`config.mk`:
```
export PLATFORM = sky130hd
export DESIGN_NAME = pmio_decoder
export DESIGN_NICKNAME = d
export VERILOG_FILES = /design/src/rtl/pmio_pkg.sv /design/src/rtl/pmio_ctrl.sv /design/src/rtl/pmio_datapath.sv /design/src/rtl/pmio_decoder.sv
export SDC_FILE = /design/constraint.sdc
export NUM_CORES = 1
export LEC_CHECK = 0
export BUFFER_PORTS_ARGS = -buffer_cell sky130_fd_sc_hd__buf_2
export CAP_MARGIN = 20
export CORE_MARGIN = 1
export CORE_UTILIZATION = 40
export CTS_CLUSTER_DIAMETER = 120
export DETAILED_ROUTE_END_ITERATION = 10
export GPL_ROUTABILITY_DRIVEN = 1
export GPL_TIMING_DRIVEN = 0
export MAX_ROUTING_LAYER = met4
export PLACE_DENSITY = 0.7
export SKIP_LAST_GASP = 1
export SLEW_MARGIN = 20
export SYNTH_ARGS = -nofsm -noshare
export SYNTH_HDL_FRONTEND = slang
export SYNTH_SLANG_ARGS = --single-unit
```
`constraint.sdc`:
```
create_clock -name clk -period 2.36 [get_ports clk]
set_input_delay 0.236 -clock clk [delete_from_list [all_inputs] [get_ports clk]]
set_output_delay 0.236 -clock clk [all_outputs]
set_load 0.01 [all_outputs]
```
`src/rtl/pmio_pkg.sv`:
```
package pmio_pkg;
  localparam int ADDR_W    = 8;
  localparam int DATA_W    = 8;
  localparam int PORT_CNT  = 4;
  localparam int SEL_W     = $clog2(PORT_CNT);
  localparam logic [ADDR_W-1:0] BASE_ADDR = 8'hF8;
  localparam int GROUP_W   = ADDR_W - SEL_W;

  typedef struct packed {
    logic [PORT_CNT-1:0] portHit;
    logic                writeGo;
    logic                readGo;
  } ctrlStrobes_t;
endpackage

```
`src/rtl/pmio_ctrl.sv`:
```
module pmio_ctrl
  import pmio_pkg::*;
(
  input  logic [ADDR_W-1:0] busAddr,
  input  logic              busRd,
  input  logic              busWr,
  output ctrlStrobes_t      strobes
);
  logic                groupHit;
  logic [PORT_CNT-1:0] hitVec;

  // Upper bits pick the group, lower bits pick the port inside it.
  assign groupHit = (busAddr[ADDR_W-1:SEL_W] == BASE_ADDR[ADDR_W-1:SEL_W]);

  for (genvar i = 0; i < PORT_CNT; i++) begin : g_sel
    assign hitVec[i] = groupHit && (busAddr[SEL_W-1:0] == SEL_W'(i));
  end

  always_comb begin
    strobes.portHit = hitVec;
    strobes.writeGo = busWr && groupHit;
    // Write has priority: a read while writing is suppressed.
    strobes.readGo  = busRd && !busWr && groupHit;
  end
endmodule

```
`src/rtl/pmio_datapath.sv`:
```
module pmio_datapath
  import pmio_pkg::*;
(
  input  logic              clk,
  input  logic              rst,
  input  ctrlStrobes_t      strobes,
  input  logic [DATA_W-1:0] busWrData,
  output logic [DATA_W-1:0] busRdData
);
  logic [DATA_W-1:0] portReg [PORT_CNT];
  logic [DATA_W-1:0] muxOut;

  for (genvar i = 0; i < PORT_CNT; i++) begin : g_port
    always_ff @(posedge clk) begin
      if (rst)
        portReg[i] <= '0;
      else if (strobes.writeGo && strobes.portHit[i])
        portReg[i] <= busWrData;
    end
  end

  // AND-OR multiplexer stands in for tri-state drivers.
  always_comb begin
    muxOut = '0;
    for (int i = 0; i < PORT_CNT; i++)
      if (strobes.portHit[i]) muxOut = muxOut | portReg[i];
  end

  assign busRdData = strobes.readGo ? muxOut : '1;
endmodule

```
`src/rtl/pmio_decoder.sv`:
```
module pmio_decoder
  import pmio_pkg::*;
(
  input  logic              clk,
  input  logic              rst,
  input  logic [ADDR_W-1:0] busAddr,
  input  logic [DATA_W-1:0] busWrData,
  input  logic              busRd,
  input  logic              busWr,
  output logic [DATA_W-1:0] busRdData
);
  ctrlStrobes_t strobes;

  pmio_ctrl u_ctrl (
    .busAddr (busAddr),
    .busRd   (busRd),
    .busWr   (busWr),
    .strobes (strobes)
  );

  pmio_datapath u_dp (
    .clk       (clk),
    .rst       (rst),
    .strobes   (strobes),
    .busWrData (busWrData),
    .busRdData (busRdData)
  );
endmodule

```
==> results.json, run 1 <==
{
  "root_buffer": "clkbuf_8",
  "crit_type": "primary input to register",
  "syn_avg_cell_area_um2": 14.12,
  "area_delta_synth_final_pct": 18.51,
  "clockBufferDepth": 2,
  "synthTopCellsByArea": "edfxtp_1 61%, nor4_1 13%, mux4_2 11%",
  "timing.final.max_slew_violations": 0,
  "cts_hold_buf": 0,
  "yosysTopAreaCell": "edfxtp_1",
  "grt_use_met2_pct": 33.07,
  "syn_inst": 112,
  "hp-start": "busWrData[0]",
  "post-route-min-period_ns": 2.062,
  "dr.pass1.iters": 4,
  "yosysWarningCount": 0,
  "drt_iter0_drc": 81,
  "routed_wirelength_um": 3879,
  "slew_headroom_pct": 39.68,
  "grt_overflow_total": 0,
  "syn-num-nets": 132,
  "finalSetupViolations": 0,
  "clkTransAtPathRegs_ns": 0.07,
  "numCtsBuffers": 5,
  "place_congestion": 0.8394,
  "synth.top_cell.area_share_pct": 60.76,
  "cts_setup_buffers": 0,
  "arrival_ns": 1.97,
  "vias_per_cell": 6.232,
  "htree_levels": 2,
  "design_power_total_mw": 1.181,
  "core_area_um2": 3716,
  "vdd_ir_drop_max_v": 0.0003790,
  "grt_pass1_vias": 1227,
  "max_freq_mhz": 484.9,
  "synth-seq-cells": 32,
  "die_w_um": 64.88,
  "grt_start_max_net_pins": 11,
  "end_kind": "register",
  "grt_use_total_pct": 21.49,
  "via_count": 1209,
  "final_cell_mix": "32 x nor4_1, 32 x edfxtp_1, 30 x buf_2",
  "boundaryPins": 28,
  "drc": 0,
  "antenna_found_initial": 0,
  "dp_hpwl_um": 2501,
  "initial_core_util_pct": 42.56,
  "status": "finished clean",
  "met3_usage_pct": 6.162,
  "cp_max_fo": 10,
  "io_buffers": 26,
  "power_density_nw_per_um2": 630.2,
  "rows": 22,
  "finish.utilization_pct": 50.44,
  "largest_reg_flops": 32,
  "synth_cell_types": 17,
  "die_area_um2": 4209,
  "cts_resized": 0,
  "grt_busiest_layer": "met2",
  "hold_viol_final": 0,
  "dpl_worst_slack_ns": 0.01147,
  "die_y_um": 64.88,
  "max-cap-violations": 0,
  "cts_tree": "done",
  "ant_nets": 0,
  "hold_class": "primary input to register",
  "nets": 165,
  "postLayoutCellArea_um2": 1874,
  "antennaDiodeCount": 0,
  "crit_start": "busAddr[2]",
  "wl_per_cell_um": 19.99,
  "cp_data_required_time_ns": 2.27,
  "final_layout_size_suffix_gt1_share_pct": 36.30,
  "cp-start-kind": "primary input",
  "worst_pin_slew_ns": 0.8993,
  "rsz0062_at_grt": "no",
  "top_register": "u_dp.portReg",
  "syn_area_um2": 1582,
  "placed_cell_area_um2": 1792,
  "use_met1_pct": 25.72,
  "leakagePower_nw": 0.6000,
  "grt_pass1_wl_um": 6265,
  "largest_registers": "u_dp.portReg x32",
  "clock_sinks": 32,
  "period_share_pct": 87.38,
  "finalWorstSetupSlack_ns": 0.2978,
  "ys_seq_area_share_pct": 60.76
}
Yosys cell counts:
cell type	n
nand3b_2	1
nand2_1	1
buf_2	4
mux4_2	8
o31ai_1	4
inv_1	9
nand3b_1	1
or3b_1	1
buf_1	1
edfxtp_1	32
nor4_1	32
nand4b_1	2
clkbuf_1	4
buf_6	2
nand3_2	1
or3_1	8
nand2b_1	1
critical path: stages:
cell	delay, ns
buf_2	0.09
nand4b_1	0.39
clkbuf_1	0.39
o31ai_2	0.86
per-stage QoR:
step	hold slack [ns]	TNS [ns]	instances
2_1_floorplan	0.5358	0	112
3_3_place_gp	0.6515	-8.922	186
3_5_place_dp	0.6625	0	186
4_1_cts	0.3621	0	194
5_1_grt	0.3690	0	194
6_report	0.3714	0	194
routing by layer:
metal  wire [um]  vias to the layer above
li1            -                      532
met1        1406                      596
met2        1978                       71
met3         411                       10
met4          81                        0
met5           0                        -
final cells by class:
cell class              instances  area [um2]
fillers                       339        1842
clock buffers                   5       68.82
plain buffers                  11       61.31
multi-input cells              60       545.5
inverters                       9       33.78
repair buffers                 26       130.1
well taps                      48       60.06
clock inverters                 3       13.76
flip-flops and latches         32       960.9
cells by family (layout without fill, tap and decap cells):
logic type,count (synthesis),count (layout),synth area share [%]
and+or+nand+nor,48,48,19.94
muxes,8,8,11.39
AOI/OAI and AO/OA,4,4,1.899
buffers and inverters,20,54,6.012
DFF,32,32,60.76
path summary, 6_finish.rpt:
path	to	slack, ns	cells after the start
setup / recovery	u_dp.portReg[0][2]$_SDFFCE_PN0P_	0.30	4
hold / removal	u_dp.portReg[1][0]$_SDFFCE_PN0P_	0.37	3
report_power, final:
part           switching [mW]  total [mW]  internal [mW]
clock                   0.207       0.407          0.200
sequential            0.00775       0.660          0.652
combinational          0.0678       0.114         0.0460
Note: power is estimated with default switching activity, not from simulation.
==> run 2: changes to the inputs <==
Settings changed: CORE_ASPECT_RATIO from default to 1.2.
==> results.json, run 2 (same netlist as run 1, synthesis figures left out) <==
{
  "status": "finished clean",
  "die_area_um2": 4210,
  "clock_sinks": 32,
  "seq_area_um2": 960.9,
  "top_layer_used": "met4",
  "timing.final.max_slew_violations": 0,
  "final_layout_size_suffix_gt1_share_pct": 34.93,
  "initial_core_util_pct": 42.82,
  "critPathTopFamily": "compound AO/OA/AOI/OAI gates",
  "ant_nets": 0,
  "top_register": "u_dp.portReg",
  "worst_pin_slew_ns": 0.9196,
  "path_buf_inv": 2,
  "design_power_total_mw": 1.176,
  "antennaDiodeCount": 0,
  "wl_met1_um": 1316,
  "period_share_pct": 87.45,
  "dp_hpwl_um": 2581,
  "core_area_um2": 3694,
  "multi_input_area_um2": 545.5,
  "grt_start_max_net_pins": 11,
  "finalWorstSetupSlack_ns": 0.2961,
  "numCtsBuffers": 5,
  "cts_tree": "done",
  "final_cell_mix": "32 x nor4_1, 32 x edfxtp_1, 30 x buf_2",
  "slew_headroom_pct": 38.33,
  "fill_cells": 348,
  "crit_type": "primary input to register",
  "htree_levels": 2,
  "drc": 0,
  "rows": 24,
  "clkTransAtPathRegs_ns": 0.06,
  "power_density_nw_per_um2": 626.7,
  "largest_registers": "u_dp.portReg x32",
  "dr.pass1.iters": 6,
  "max_freq_mhz": 484.5,
  "nets": 165,
  "cp-start-kind": "primary input",
  "holdPathStages": 3,
  "vdd_ir_drop_max_v": 0.0001711,
  "clockBufferDepth": 2,
  "finalSetupViolations": 0,
  "hold_class": "primary input to register",
  "max-cap-violations": 0,
  "rsz0062_at_grt": "no",
  "io_buffers": 26,
  "die_y_um": 70.88,
  "cts_resized": 0,
  "hold_viol_final": 0,
  "arrival_ns": 1.98,
  "grt_overflow_total": 0,
  "post-route-min-period_ns": 2.064,
  "slowest_delay_ns": 0.87,
  "routed_wirelength_um": 3840,
  "cp_max_fo": 10,
  "cp_slowest_cell": "o31ai_2",
  "wl_met3_um": 270,
  "drt_iter0_drc": 63,
  "grt_use_total_pct": 20.93,
  "grt_pass1_vias": 1237,
  "dpl_worst_slack_ns": 0.001834,
  "antenna_found_initial": 0,
  "via_count": 1202,
  "largest_reg_flops": 32,
  "root_buffer": "clkbuf_8",
  "wl_met2_um": 2117,
  "grt_pass1_wl_um": 5871,
  "place_congestion": 0.7883,
  "crit_cells": 4,
  "cp_cell_sequence": "buf_2 > nand4b_1 > clkbuf_1 > o31ai_2",
  "wl_per_cell_um": 19.39,
  "leakagePower_nw": 0.5945,
  "cp_data_required_time_ns": 2.28,
  "area_delta_synth_final_pct": 18.67,
  "cts_hold_buf": 0,
  "boundaryPins": 28,
  "end_kind": "register",
  "vias_per_cell": 6.071,
  "die_w_um": 59.40,
  "cts_setup_buffers": 0
}
==> run 2: cell count changes in the layout (fill, tap and decap cells not counted) <==
| cell | delta |
|---|---|
| clkbuf_1 | +2 |
| clkinv_2 | -2 |
==> run 2: path summary, 6_finish.rpt <==
kind / slack [ns] / end / from
max: 0.30 / u_dp.portReg[3][1]$_SDFFCE_PN0P_ / busAddr[2]
min: 0.37 / u_dp.portReg[2][6]$_SDFFCE_PN0P_ / busWrData[6]
==> run 2: tightest hold or removal path, stage by stage <==
cell,delay [ns]
buf_2,0.10
inv_1,0.09
nor4_1,0.06
==> run 2: area by class of cell <==
cell class	instances	share of cell area, %
plain buffers	11	3.267
clock buffers	7	4.067
inverters	9	1.800
well taps	52	3.467
clock inverters	1	0.2000
multi-input cells	60	29.07
flip-flops and latches	32	51.20
repair buffers	26	6.933
==> run 2: power breakdown <==
part / internal [mW] / switching (mW)
Combinational: 0.0460 / 0.0679
Sequential: 0.653 / 0.00762
Clock: 0.205 / 0.197
Total: 0.904 / 0.273
==> run 2: routing by layer <==
layer | up-vias | track usage [%]
li1 | 534 | -
met1 | 587 | 20.47
met2 | 65 | 37.20
met3 | 16 | 4.022
met4 | 0 | 11.90
met5 | - | -
==> run 2: metrics by stage <==
stage | util (%) | setup TNS [ns] | area [um2] | cells | hold WS [ns]
floorplan | - | 0 | 1582 | 112 | 0.5358
global placement | 48.10 | -8.030 | 1777 | 190 | 0.6661
detailed placement | 48.64 | 0 | 1797 | 190 | 0.6713
CTS | 50.81 | 0 | 1877 | 198 | 0.3719
global route | 50.81 | 0 | 1877 | 198 | 0.3989
finish | 50.81 | 0 | 1877 | 198 | 0.3674
